**config.mk**
```make
export PLATFORM = sky130hd
export DESIGN_NAME = trap_entry_unit
export DESIGN_NICKNAME = d
export VERILOG_FILES = /design/src/rtl/trap_pkg.sv /design/src/rtl/trap_classify.sv /design/src/rtl/trap_msr_shaper.sv /design/src/rtl/trap_state_regs.sv /design/src/rtl/trap_entry_unit.sv
export SDC_FILE = /design/constraint.sdc
export NUM_CORES = 1
export LEC_CHECK = 0
export BUFFER_PORTS_ARGS = -buffer_cell sky130_fd_sc_hd__buf_2
export CAP_MARGIN = 5
export CORE_ASPECT_RATIO = 0.75
export CORE_MARGIN = 2
export CORE_UTILIZATION = 52
export CTS_BUF_LIST = sky130_fd_sc_hd__clkbuf_4 sky130_fd_sc_hd__clkbuf_8
export DETAILED_ROUTE_END_ITERATION = 10
export GPL_TIMING_DRIVEN = 0
export PLACE_DENSITY_LB_ADDON = 0.1
export SLEW_MARGIN = 40
export SYNTH_ARGS = -nofsm -noshare
export SYNTH_HDL_FRONTEND = slang
export SYNTH_HIERARCHICAL = 1
export SYNTH_SLANG_ARGS = --single-unit
```
**constraint.sdc**
```tcl
create_clock -name clk -period 5.8 [get_ports clk]
set_clock_uncertainty 0.2 [all_clocks]
set_input_delay 0.29 -clock clk [delete_from_list [all_inputs] [get_ports clk]]
set_output_delay 0.29 -clock clk [all_outputs]
set_load 0.02 [all_outputs]
```
**src/rtl/trap_pkg.sv**
```systemverilog
package trap_pkg;

    localparam int XLEN = 64;
    typedef logic [XLEN-1:0] word_t;

    // State-register bit positions (LSB = 0)
    localparam int MB_SIXTY_FOUR = 63;
    localparam int MB_UNDEF      = 58;
    localparam int MB_TXN        = 32;
    localparam int MB_VECTOR     = 25;
    localparam int MB_VSX        = 23;
    localparam int MB_EXT_EN     = 15;
    localparam int MB_PROBLEM    = 14;
    localparam int MB_FP_AVAIL   = 13;
    localparam int MB_FPX_MODE0  = 11;
    localparam int MB_STEP_TRACE = 10;
    localparam int MB_BR_TRACE   = 9;
    localparam int MB_FPX_MODE1  = 8;
    localparam int MB_RELOC_I    = 5;
    localparam int MB_RELOC_D    = 4;
    localparam int MB_PERF_MARK  = 2;
    localparam int MB_RECOVER    = 1;
    localparam int MB_LITTLE     = 0;

    // Cause bits recorded in the saved copy
    localparam int CAUSE_PRIV = 18;
    localparam int CAUSE_ILL  = 19;

    typedef enum logic [3:0] {
        OPC_PLAIN     = 4'd0,
        OPC_HALT      = 4'd1,
        OPC_RD_STATE  = 4'd2,
        OPC_WR_STATE  = 4'd3,
        OPC_WR_STATED = 4'd4,
        OPC_RET_INT   = 4'd5,
        OPC_RD_SPR    = 4'd6,
        OPC_WR_SPR    = 4'd7,
        OPC_WR_CRF    = 4'd8
    } opclass_e;

    typedef enum logic [1:0] {
        ACT_RUN       = 2'd0,
        ACT_HALT      = 2'd1,
        ACT_TRAP_PRIV = 2'd2,
        ACT_TRAP_ILL  = 2'd3
    } action_e;

    typedef struct packed {
        word_t nia;
        word_t msr;
        word_t srr0;
        word_t srr1;
        logic  halted;
        logic  trap;
    } arch_state_t;

    function automatic word_t trap_clear_mask();
        word_t m;
        m = '0;
        m[MB_UNDEF]      = 1'b1;
        m[MB_TXN]        = 1'b1;
        m[MB_VECTOR]     = 1'b1;
        m[MB_VSX]        = 1'b1;
        m[MB_EXT_EN]     = 1'b1;
        m[MB_PROBLEM]    = 1'b1;
        m[MB_FP_AVAIL]   = 1'b1;
        m[MB_FPX_MODE0]  = 1'b1;
        m[MB_STEP_TRACE] = 1'b1;
        m[MB_BR_TRACE]   = 1'b1;
        m[MB_FPX_MODE1]  = 1'b1;
        m[MB_RELOC_I]    = 1'b1;
        m[MB_RELOC_D]    = 1'b1;
        m[MB_PERF_MARK]  = 1'b1;
        m[MB_RECOVER]    = 1'b1;
        return m;
    endfunction

    function automatic word_t trap_set_mask();
        word_t m;
        m = '0;
        m[MB_SIXTY_FOUR] = 1'b1;
        m[MB_LITTLE]     = 1'b1;
        return m;
    endfunction

    function automatic logic is_always_priv(opclass_e op);
        return (op == OPC_HALT) || (op == OPC_RD_STATE) || (op == OPC_WR_STATE) ||
               (op == OPC_WR_STATED) || (op == OPC_RET_INT);
    endfunction

endpackage

```
**src/rtl/trap_classify.sv**
```systemverilog
module trap_classify
    import trap_pkg::*;
(
    input  opclass_e op_i,
    input  logic     spr_hi_i,
    input  logic     illegal_i,
    input  logic     problem_i,
    output action_e  act_o
);
    logic privileged;
    logic spr_priv;

    always_comb begin
        spr_priv   = ((op_i == OPC_RD_SPR) || (op_i == OPC_WR_SPR)) && spr_hi_i;
        privileged = is_always_priv(op_i) || spr_priv;
        // Order: privilege, then halt, then illegal
        if (privileged && problem_i)
            act_o = ACT_TRAP_PRIV;
        else if (op_i == OPC_HALT)
            act_o = ACT_HALT;
        else if (illegal_i && (op_i != OPC_WR_CRF))
            act_o = ACT_TRAP_ILL;
        else
            act_o = ACT_RUN;
    end
endmodule

```
**src/rtl/trap_msr_shaper.sv**
```systemverilog
module trap_msr_shaper
    import trap_pkg::*;
(
    input  action_e act_i,
    input  word_t   msr_i,
    output word_t   msr_trap_o,
    output word_t   srr1_o
);
    localparam word_t CLR = trap_clear_mask();
    localparam word_t SET = trap_set_mask();

    always_comb begin
        msr_trap_o = (msr_i & ~CLR) | SET;
        srr1_o     = msr_i;
        if (act_i == ACT_TRAP_PRIV)
            srr1_o[CAUSE_PRIV] = 1'b1;
        if (act_i == ACT_TRAP_ILL)
            srr1_o[CAUSE_ILL] = 1'b1;
    end
endmodule

```
**src/rtl/trap_state_regs.sv**
```systemverilog
module trap_state_regs
    import trap_pkg::*;
#(
    parameter word_t       TRAP_VEC   = 64'h700,
    parameter int unsigned INSN_BYTES = 4
) (
    input  logic        clk,
    input  logic        rst,
    input  logic        valid_i,
    input  action_e     act_i,
    input  word_t       cia_i,
    input  word_t       msr_i,
    input  word_t       msr_trap_i,
    input  word_t       srr1_new_i,
    output arch_state_t st_o
);
    localparam word_t STEP = word_t'(INSN_BYTES);

    arch_state_t st_q;

    always_ff @(posedge clk) begin
        if (rst) begin
            st_q <= '0;
        end else begin
            st_q.trap <= 1'b0;
            if (valid_i && !st_q.halted) begin
                unique case (act_i)
                    ACT_RUN: begin
                        st_q.nia <= cia_i + STEP;
                        st_q.msr <= msr_i;
                    end
                    ACT_HALT: begin
                        st_q.halted <= 1'b1;
                        st_q.nia    <= cia_i;
                        st_q.msr    <= msr_i;
                    end
                    default: begin
                        st_q.nia  <= TRAP_VEC;
                        st_q.msr  <= msr_trap_i;
                        st_q.srr0 <= cia_i;
                        st_q.srr1 <= srr1_new_i;
                        st_q.trap <= 1'b1;
                    end
                endcase
            end
        end
    end

    assign st_o = st_q;
endmodule

```
**src/rtl/trap_entry_unit.sv**
```systemverilog
module trap_entry_unit
    import trap_pkg::*;
#(
    parameter logic [63:0] TRAP_VEC   = 64'h700,
    parameter int unsigned INSN_BYTES = 4
) (
    input  logic        clk,
    input  logic        rst,
    input  logic        valid_i,
    input  logic [3:0]  op_i,
    input  logic        spr_hi_i,
    input  logic        illegal_i,
    input  logic [63:0] cia_i,
    input  logic [63:0] msr_i,
    output logic [63:0] nia_o,
    output logic [63:0] msr_o,
    output logic [63:0] srr0_o,
    output logic [63:0] srr1_o,
    output logic        halted_o,
    output logic        trap_o
);
    action_e     act;
    word_t       msr_trap;
    word_t       srr1_new;
    arch_state_t st;

    trap_classify u_cls (
        .op_i      (opclass_e'(op_i)),
        .spr_hi_i  (spr_hi_i),
        .illegal_i (illegal_i),
        .problem_i (msr_i[MB_PROBLEM]),
        .act_o     (act)
    );

    trap_msr_shaper u_shp (
        .act_i      (act),
        .msr_i      (msr_i),
        .msr_trap_o (msr_trap),
        .srr1_o     (srr1_new)
    );

    trap_state_regs #(
        .TRAP_VEC   (TRAP_VEC),
        .INSN_BYTES (INSN_BYTES)
    ) u_regs (
        .clk        (clk),
        .rst        (rst),
        .valid_i    (valid_i),
        .act_i      (act),
        .cia_i      (cia_i),
        .msr_i      (msr_i),
        .msr_trap_i (msr_trap),
        .srr1_new_i (srr1_new),
        .st_o       (st)
    );

    assign nia_o    = st.nia;
    assign msr_o    = st.msr;
    assign srr0_o   = st.srr0;
    assign srr1_o   = st.srr1;
    assign halted_o = st.halted;
    assign trap_o   = st.trap;
endmodule

```
[Word-level counts from Yosys, hierarchy flattened]
Cells that the tools add are included.
Word-level totals
  bits in registers: 258
  input port bits: 137
Cells by class
  add/subtract/negate cells: 1
  equality and inequality tests: 11
  multiplexer cells: 7
  bitwise gates (word level): 2
  reductions and logical operators: 16
Operator list (count)
  $pmux W128 S2: 1
  $add A64 B3 Y64 const B: 1
  $eq A4 B3 Y1 const B: 4
  $eq A4 B2 Y1 const B: 2
  $logic_or A1 B1 Y1: 6
  $mux W2: 3
  $eq A2 B2 Y1 const B: 2
  $eq A4 B1 Y1 const B: 1
  $logic_and A1 B1 Y1: 4
  $ne A4 B4 Y1 const B: 1
  $reduce_and A2 Y1: 2
  $reduce_or A2 Y1: 2
  $mux W1: 3
  $eq A2 B1 Y1 const B: 1
  $logic_not A2 Y1: 1
  $not A1 Y1: 2
  $logic_not A1 Y1: 1

[Longest topological paths before layout]
Gate-level depths: netlist of the first run.
  depth in word-level cells: 12
  gate-level depth with buffers: 11
  depth with buffers taken out: 8

[Modules after synthesis]
The synthesis of the first run kept the hierarchy.
Modules (own cells, without submodules)
  trap_state_regs: times used 1, cells each 1317, area an instance 10949.3 sq um, seq. area each 5165.0 sq um
  trap_msr_shaper: times used 1, cells each 131, area an instance 973.4 sq um, seq. area each 0.0 sq um
  trap_classify: times used 1, cells each 11, area an instance 77.6 sq um, seq. area each 0.0 sq um

[Worst setup path before layout of the first run]
No wires, ideal clock.
  path type: input to register
  start: in op_i[1]
  end: reg u_regs.st_q (netlist bit u_regs/st_o[236])
  library setup time: 0.124 ns
  arrival time: 2.237 ns
  path slack: 3.239 ns
  stages on the path: 9
  path buffers: 1
  cells stage by stage: and3b_1 -> nor4b_2 -> a21oi_1 -> nand2b_1 -> or4_4 -> buf_6 -> nor4_4 -> xnor2_1 -> o21ai_2
Between the ends
  cells in the longest elaborated chain, start to end: 10
  elaborated cells on any way between the ends: 23
  classes of those cells: eq/ne (9); mux (4); reduce/logical (10)
Ends and longest elaborated chain
  start, declared: RTL line trap_entry_unit.sv:10  | input logic [3:0] op_i,
  $eq A4 B1 Y1 / $eq A4 B2 Y1 (equally long branches): RTL line trap_pkg.sv:87, trap_classify.sv:19
  $logic_or A1 B1 Y1 (3 in series): RTL line trap_pkg.sv:87  | return (op == OPC_HALT) || (op == OPC_RD_STATE) || (op == OPC_WR_STATE) ||
  $logic_or A1 B1 Y1: RTL line trap_pkg.sv:88  | (op == OPC_WR_STATED) || (op == OPC_RET_INT);
  $logic_or A1 B1 Y1: RTL line trap_classify.sv:15  | privileged = is_always_priv(op_i) || spr_priv;
  $logic_and A1 B1 Y1: RTL line trap_classify.sv:17  | if (privileged && problem_i)
  $mux W2 *: RTL line trap_classify.sv:17
  named net act[0]: RTL line trap_entry_unit.sv:22  | action_e act;
  $eq A2 B1 Y1 / $logic_not A2 Y1 (equally long branches): RTL line trap_state_regs.sv:27  | unique case (act_i)
  $pmux W128 S2 *: RTL line trap_state_regs.sv:27
  end, declared: RTL line trap_state_regs.sv:19  | arch_state_t st_q;
The timed path passes the listed nets; every way through them passes the cells marked *.
A chain may end at the register's enable or synchronous reset.

[Worst setup path in the final report of the first run]
  start: in msr_i[14]
  end: reg u_regs.st_q (netlist bit u_regs/st_o[235])
Between the ends
  cells in the longest elaborated chain, start to end: 4
  elaborated cells on any way between the ends: 5
  classes of those cells: eq/ne (1); mux (2); reduce/logical (2)
Ends and longest elaborated chain
  start, declared: RTL line trap_entry_unit.sv:14  | input logic [63:0] msr_i,
  $logic_and A1 B1 Y1 *: RTL line trap_classify.sv:17
  $mux W2 *: RTL line trap_classify.sv:17
  named net act[1]: RTL line trap_entry_unit.sv:22
  $eq A2 B1 Y1 / $logic_not A2 Y1 (equally long branches): RTL line trap_state_regs.sv:27
  $pmux W128 S2 *: RTL line trap_state_regs.sv:27
Marked as above.

==> results.md, run 1 <==
- After detailed routing, the average wire length per cell comes to around 18 microns.
- The flow ran to the end, and the final reports show no timing, DRC or antenna violations.
- The final critical path takes up 60.6% of the cycle.
- The number of sinks driven by the clock tree is 258.
- The static leakage power is 7.69 nW.
- Clock-pin slew was measured on the worst setup and hold paths at 0.06 ns.
- The buffer cell driving the clock tree root is sky130_fd_sc_hd__clkbuf_8.
- The global placement routability congestion is 0.907.
- The placed instance area is between 10000 and 15000 sq um.
- After detailed routing, the total wire length is 41.7 mm.
- In this run, synthesis produced a sequential element count of 258.
- Dividing total power by cell area gives a power density of 270 nW/um^2.
- Entering global routing, the biggest net connects 11 pins.
- The mapped netlist covers 12000 sq um.
- The number of remaining DRC errors is 0.
- The average instance area after synthesis is 8.22 sq um.
- The worst setup path is of the in -> reg kind.
- The global-route wire length before repair is between 60 and 70 mm.
- The register with the most flip-flops in the layout has 258 of them.
- The maximum vdd drop is 0.000185 V.
- Summing over every cut layer, the via total after detailed routing is 12500.
- The H-tree depth is 2.
- The total negative setup slack is 0 ns.
- The TritonCTS clock tree is yes.
- The maximum clock frequency is around 280 MHz.
- By count the netlist is led by sky130_fd_sc_hd__nand2_1 (333), sky130_fd_sc_hd__dfxtp_1 (258), sky130_fd_sc_hd__a21oi_1 (141).
- The aggregate global routing overflow is 0.
- The sequential share of the synthesized area is 43.0%.
- The area growth from synthesis to layout is 37.7%.
- The initial antenna violation count was 1.
- The most used flip-flop cell after synthesis is sky130_fd_sc_hd__dfxtp_1.
- Summed over all nets, the half-perimeter wirelength after detailed placement is 29.7 mm.
- For this configuration, the core starts out at a cell density of 52.6%.
- Global routing used 32.4% of the available tracks across all layers.
- The post-layout instance count excluding filler cells is 2362.
- The quantity of I/O buffers inserted on ports is 392.
- The most repeated cell in the gate-level netlist after synthesis is sky130_fd_sc_hd__nand2_1.
- The floorplan step set the die height to 136 microns.
- The number of top-level design ports is 395.
- The count of unique library cells instantiated by Yosys is 58.
- The fill cell total of the finished layout is 1846.
- The clock reaches the later pin of the worst-skew pair after 0.53 ns.
- The count of flip-flops with a built-in enable after synthesis is 0.
- The worst hold path belongs to the class in -> reg.
- The async set-reset flop share out of synthesis is 0%.
- The standard-cell row count is between 40 and 50.
- Setup repair after global routing left no endpoint under its margin.
- The register-to-register setup slack is 3.17 ns.
- Of all nets on the critical path, the largest fanout is 10.
- Summed over all instances, the cell type with the most area after synthesis is sky130_fd_sc_hd__dfxtp_1.
- The floorplan step defined a die boundary enclosing 24300 sq um.
- The total setup violations reported at the end of the flow is 0.
- The fraction of final layout cells with drive strength greater than 1 is 30.4%.
- At the worst endpoint, the arrival time is 3.74 ns.
- In the synthesized netlist, the number of instances is between 1000 and 1500.
- No sink is reached through more buffers than the 3 on the longest clock path.
- The endpoint kind of the worst setup timing path is a flip-flop.
- The number of global-route vias before repair is around 12000.
- The routed design could run at a clock period as short as 3.51 ns.
- The final-report max-slew violation count is 0.
- The reported max-cap violation count is 0.
- By area the synthesized netlist is led by sky130_fd_sc_hd__dfxtp_1 (43%), sky130_fd_sc_hd__nand2_1 (10%), sky130_fd_sc_hd__buf_4 (7.9%), sky130_fd_sc_hd__a21oi_1 (5.9%), sky130_fd_sc_hd__mux2i_1 (5.7%).
- The via density per instance is 5.30.
- The die outline width is 179 microns.
- The area of the core is between 20000 and 25000 sq um.
- STA classifies the critical path startpoint as an input pin.
- The number of gates given a new drive strength after cts is 0.
- Once detail routing completed, the nets flagged for antenna violations numbered 0.
- Once placement completed, the tool counted placed cells totaling 2166.
- The actual transition at the worst max-transition pin is 0.852 ns.
- Buffers inserted during clock tree synthesis total 41.
- Yosys printed 6 warnings.
- The required time of the critical path is 6.02 ns.
- Before antenna repair, the detailed router went through 5 iterations.
- After the first detailed-routing iteration, the DRC count stood at 931.
- The share of synthesized area in the top cell type comes to 43.0%.
- The worst relative slew slack is a little over two fifths.
- The number of hold violations in the final report is 0.
- The final design instance area without fill is 16500 sq um.
- The final layout contains 2176 nets.
-- per-layer routing --
layer / wire [microns] / GRT usage [%] / vias up
met2: 18800 / 51.9 / 569
met4: 1400 / 11.7 / 0
met3: 3480 / 8.01 / 106
li1: - / - / 5993
met1: 17900 / 42.7 / 5842
met5: 0 / 0 / -
-- timing repair --
item | in CTS | in global routing
hold buffers | 129 | 0
hold endpoints to repair | 246 | 0
setup buffers | 0 | 0
-- power breakdown --
part           internal, W  switching [W]  total, W  leakage (nW)
Combinational     0.000362       0.000570  0.000932          5.14
Sequential         0.00189      0.0000596   0.00195          2.12
Clock             0.000872       0.000704   0.00158         0.431
Total              0.00313        0.00133   0.00446          7.69
-- worst paths after layout --
check                                      start               end  cells after the start
worst max register to register    u_regs/st_o[1]  u_regs/st_o[232]                      7
worst min-delay path                   illegal_i    u_regs/st_o[1]                      5
worst min register to register  u_regs/st_o[238]  u_regs/st_o[238]                      2
worst max-delay path                   msr_i[14]  u_regs/st_o[235]                     12
-- final cells by class --
cell class	count	area, sq um	area share (%)
Antenna cell	1	2.50	0.0151
Buffer	219	1320	7.99
Clock buffer	65	807	4.88
Clock inverter	1	7.51	0.0454
Inverter	15	56.3	0.341
Multi-Input combinational cell	982	5540	33.5
Sequential cell	258	5160	31.2
Tap cell	300	375	2.27
Timing Repair Buffer	521	3250	19.7
-- kinds of logic (layout without fill, tap and decap cells) --
kind of cell | Yosys count | in the layout | share of synthesized area, %
and+or+nand+nor | 578 | 578 | 22.5
buffers and inverters | 234 | 821 | 11.4
AOI/OAI and AO/OA | 267 | 267 | 13.3
adders and majority gates | 1 | 1 | 0.104
DFF | 258 | 258 | 43.0
muxes | 79 | 79 | 6.70
xor gates and xnor gates | 40 | 40 | 2.92
other | 2 | 18 | 0.0626
-- stage by stage --
stage	hold slack (ns)	total power (W)	setup WS, ns	utilization, %
finish	0.182	0.00446	2.29	72.4
detailed placement	0.237	0.00283	2.16	63.2
CTS	0.156	0.00446	2.41	72.4
floorplan	0.226	0.00250	3.24	-
global placement	0.231	0.00282	2.23	63.1
global route	0.198	0.00464	2.12	72.4
-- worst max-delay path, cell delays in order --
cell                            delay [ns]
sky130_fd_sc_hd__dlygate4sd3_1        0.53
sky130_fd_sc_hd__buf_2                0.14
sky130_fd_sc_hd__nor4b_2              0.27
sky130_fd_sc_hd__nand2b_1             0.23
sky130_fd_sc_hd__clkbuf_1             0.31
sky130_fd_sc_hd__or4b_1               0.17
sky130_fd_sc_hd__clkbuf_1             0.44
sky130_fd_sc_hd__clkbuf_1             0.46
sky130_fd_sc_hd__clkbuf_1             0.54
sky130_fd_sc_hd__nor3_1               0.12
sky130_fd_sc_hd__mux2i_1              0.15
sky130_fd_sc_hd__nand2_1              0.07
-- cells in the final DEF (no fill, tap or decap), types with 7 or more instances in the layout --
master                          netlist  final
sky130_fd_sc_hd__nor3_1              16     15
sky130_fd_sc_hd__nor2_1             103    103
sky130_fd_sc_hd__clkbuf_4             0     14
sky130_fd_sc_hd__xor2_1              19     19
sky130_fd_sc_hd__or4_1                7      7
sky130_fd_sc_hd__inv_1               15     15
sky130_fd_sc_hd__xnor2_1             21     21
sky130_fd_sc_hd__nand4_1             25     25
sky130_fd_sc_hd__conb_1               2     17
sky130_fd_sc_hd__mux2_2              11     11
sky130_fd_sc_hd__buf_4              127    127
sky130_fd_sc_hd__a21oi_1            141    140
sky130_fd_sc_hd__mux2i_1             68     68
sky130_fd_sc_hd__a211oi_1            67     67
sky130_fd_sc_hd__clkbuf_1            77     74
sky130_fd_sc_hd__o21ai_1              7      7
sky130_fd_sc_hd__dlygate4sd3_1        0    129
sky130_fd_sc_hd__dfxtp_1            258    258
sky130_fd_sc_hd__clkbuf_8             0     51
sky130_fd_sc_hd__buf_1               11     11
sky130_fd_sc_hd__a22oi_1             10     10
sky130_fd_sc_hd__o21ai_0             20     20
sky130_fd_sc_hd__nand3_1             39     39
sky130_fd_sc_hd__buf_2                1    393
sky130_fd_sc_hd__nand2_1            333    333
sky130_fd_sc_hd__nor4_4               6      7
Power figures use the tool's default switching activity.
==> inputs of run 2 (changes only) <==
--- a/config.mk
+++ b/config.mk
@@ -9,7 +9,7 @@
 export CAP_MARGIN = 5
 export CORE_ASPECT_RATIO = 0.75
 export CORE_MARGIN = 2
-export CORE_UTILIZATION = 52
+export CORE_UTILIZATION = 48
 export CTS_BUF_LIST = sky130_fd_sc_hd__clkbuf_4 sky130_fd_sc_hd__clkbuf_8
 export DETAILED_ROUTE_END_ITERATION = 10
 export GPL_TIMING_DRIVEN = 0
==> constraint.sdc (replaced) <==
create_clock -name clk -period 3.1 [get_ports clk]
set_clock_uncertainty 0.2 [all_clocks]
set_input_delay 0.155 -clock clk [delete_from_list [all_inputs] [get_ports clk]]
set_output_delay 0.155 -clock clk [all_outputs]
set_load 0.02 [all_outputs]
==> results.md, run 2 (synthesized netlist as in run 1, its figures left out) <==
- The pin count of the biggest net entering global routing is 11.
- The source-to-sink clock delay at the later pin of the worst-skew pair is 0.53 ns.
- The TritonCTS clock tree is yes.
- The via count is approximately 12000.
- Setup repair after global routing left no endpoint under its margin.
- For this design the ratio of total power to cell area is a little over 500 nW/um^2.
- The number of nets with antenna violations after routing is 0.
- The fill cell total of the finished layout is around 2100.
- The final hold slack is 0.0530 ns.
- In the final design database the tool counted roughly 2200 nets.
- The aggregate global routing overflow is 0.
- The number of cells on the critical path is 9.
- The number of global-route vias before repair was 11800.
- Walking the worst path, the cells encountered are buf_2 -> and3b_1 -> nor4b_2 -> a21oi_2 -> nand3b_1 -> nor2_1 -> nand2_1 -> or4_1 -> nand3_1.
- The worst register-to-register path has a depth of 7.
- The total CTS buffers is between 40 and 50.
- The library cell contributing the largest single delay on the critical path is sky130_fd_sc_hd__nor2_1.
- Along the worst hold path, the cell count comes to 5.
- The required time of the critical path is 3.38 ns.
- Dividing the detail-routed via count by the number of cells gives around 5.2.
- The startpoint identified for the worst register-to-register timing path is u_regs/st_o[1].
- The first global-routing pass estimated roughly 64 mm of wire.
- In this run, the clock network consumes 36.3% of the power.
- The final-report max-slew violation count is 0.
- The maximum vdd drop is roughly 0.00034 V.
- The worst relative slew slack is 39.2%.
- The count of placed standard cells including taps is between 2000 and 2500.
- The reported max-cap violation count is 0.
- The area of the core is 24800 sq um.
- The number of sinks driven by the clock tree is about 260.
- The floorplan step defined a die boundary enclosing 26300 sq um.
- Across all register-to-register paths, the minimum setup slack is 0.48 ns.
- The static leakage power is about 7.7 nW.
- The clock transition time at the flip-flop clock pins of the worst setup and hold paths is 0.06 ns.
- The first detailed-routing pass ran for 5 iterations.
- After the first detailed-routing iteration, the DRC count stood at 773.
- At the end of routability-driven placement, the weighted congestion stood at 0.860.
- The share of total power dissipated in sequential elements is between 40% and 50%.
- Net switching is 29.9% of the power.
- In this run the post-CTS setup repair buffer count came out at 0.
- The run finished with clean final reports.
- The fraction of final layout cells with drive strength greater than 1 is 30.7%.
- The cell class contributing the biggest share of worst-path delay is simple AND/OR/NAND/NOR gates.
- The shortest period the worst path allows is about 2.9 ns.
- Input and output buffers added on the ports amount to 392.
- The endpoint kind of the worst setup timing path is a flip-flop.
- Total power for the finished layout comes to approximately 0.0085 W.
- The register with the most flip-flops in the layout has 258 of them.
- The standard-cell row count is 50.
- The internal power of the cells is 0.00594 W.
- Derived from the worst setup path, the maximum achievable clock frequency is 347 MHz.
- Of all nets on the critical path, the largest fanout is 9.
- The number of remaining DRC errors is 0.
- The library cell used most frequently in the layout, excluding fill and tap cells, is sky130_fd_sc_hd__buf_2.
- The total negative setup slack is 0 ns.
- The vertical die dimension is ~140 microns.
- The endpoint of the lowest-slack register-to-register path is u_regs/st_o[236].
- The path with the worst hold slack has its endpoint at u_regs/st_o[1].
- The part of the total power dissipated in combinational logic is a little over 20%.
- Counting both buffers and inverters, the worst setup path holds a total of 1.
- The kind of launch point of the worst setup path is an input pin.
- The area growth from synthesis to final layout is 38.6%.
- Leaving out fill and tap cells, the most frequent cells in the layout are sky130_fd_sc_hd__buf_2 (393), sky130_fd_sc_hd__nand2_1 (333), sky130_fd_sc_hd__dfxtp_1 (258).
- Across every metal layer, demand over resource in global routing totals 30.6%.
- The maximum single-stage delay on the critical path is 0.78 ns.
- The tree is rooted in a sky130_fd_sc_hd__clkbuf_8.
- The maximum count of clock buffers along a single path is 3.
- Setup violations remaining at the end of the flow were counted as 0.
- The end-of-flow core utilization is 67.1%.
- The final critical path takes up between 90% and 100% of the cycle.
- The initial utilization of the core area, before any placement, comes to 48.4%.
- The number of hold violations in the final report is 0.
- The average wire per standard cell is 17.3 microns.
- Leaving out filler cells and counting taps, the final layout contains 2406.
- The initial antenna violation count came to 1.
- The floorplan step set the die width to between 150 and 200 microns.
- The H-tree depth is 2.
- For the pin with the worst max-slew slack, the measured transition is between 0.9 and 1 ns.
- Once detailed placement completed, the half-perimeter wirelength came to approximately 30 mm.
- Data arrives at the worst endpoint at 3.16 ns.
- In this run the most critical hold path is launched from illegal_i.
- The worst setup path is of the in -> reg kind.
- The switching power summed over all nets is 0.00253 W.
- The number of top-level design ports is 395.
- After detailed routing, the total wire length is 41.6 mm.
- The type of the most critical hold path is in -> reg.
==> run 2: cell count changes in the layout (fill, tap and decap cells not counted) <==
cell and delta:
sky130_fd_sc_hd__clkbuf_1 -1, sky130_fd_sc_hd__nor4b_2 +1, sky130_fd_sc_hd__clkinvlp_4 -1, sky130_fd_sc_hd__clkbuf_2 +1, sky130_fd_sc_hd__clkbuf_4 +4, sky130_fd_sc_hd__clkbuf_8 +1, sky130_fd_sc_hd__nor4b_1 -1, sky130_fd_sc_hd__clkinv_2 +2
==> run 2: worst max path at each step <==
stage,start,end,slack (ns)
3_5_place_dp,op_i[1],u_regs/st_o[235],-0.43
3_3_place_gp,op_i[1],u_regs/st_o[245],-0.43
4_1_cts,op_i[1],u_regs/st_o[245],0.13
2_1_floorplan,op_i[1],u_regs/st_o[236],0.67
6_report,op_i[1],u_regs/st_o[231],0.22
5_1_grt,op_i[1],u_regs/st_o[245],0.07
==> run 2: worst register-to-register path, cell delays in order, from the launching register on <==
cell,delay [ns]
sky130_fd_sc_hd__dfxtp_1,0.41
sky130_fd_sc_hd__nor2b_1,0.07
sky130_fd_sc_hd__clkbuf_1,0.29
sky130_fd_sc_hd__nor2_1,0.36
sky130_fd_sc_hd__clkbuf_1,0.50
sky130_fd_sc_hd__clkbuf_1,0.52
sky130_fd_sc_hd__nand2_1,0.14
sky130_fd_sc_hd__o21ai_2,0.07
==> run 2: layout make-up <==
cell class | instances | area, sq um | area share [%]
antenna | 1 | 2.50 | 0.0150
inverter | 15 | 56.3 | 0.339
buffer | 219 | 1320 | 7.94
multi-input combinational | 982 | 5550 | 33.4
clock inverter | 2 | 10.0 | 0.0602
sequential | 258 | 5160 | 31.1
timing repair buffer | 521 | 3250 | 19.6
tap | 338 | 423 | 2.54
clock buffer | 70 | 851 | 5.12
==> run 2: power groups by stage <==
stage,sequential [W],combinational (W),clock (W)
finish,0.00365,0.00174,0.00307
global placement,0.00371,0.00156,0
detailed placement,0.00372,0.00159,0
CTS,0.00365,0.00172,0.00313
global route,0.00367,0.00188,0.00328
floorplan,0.00399,0.000691,0
==> run 2: what timing repair did <==
action,CTS,global route
hold endpoints to repair,257,0
setup endpoints to repair,0,3
hold buffers,129,0
resized for setup,0,2
==> run 2: layer usage <==
| metal | track usage, % | up-vias | wire length (microns) |
|---|---|---|---|
| met5 | 0 | - | 0 |
| li1 | - | 6017 | - |
| met3 | 8.41 | 102 | 3740 |
| met2 | 47.3 | 534 | 18000 |
| met4 | 12.4 | 0 | 1610 |
| met1 | 40.6 | 5751 | 18200 |
==> run 2: per-stage QoR <==
stage | cell area [sq um] | setup WS (ns)
floorplan | 12100 | 0.674
global placement | 14400 | -0.432
detailed placement | 14500 | -0.433
CTS | 16600 | 0.125
global route | 16600 | 0.0680
finish | 16600 | 0.222
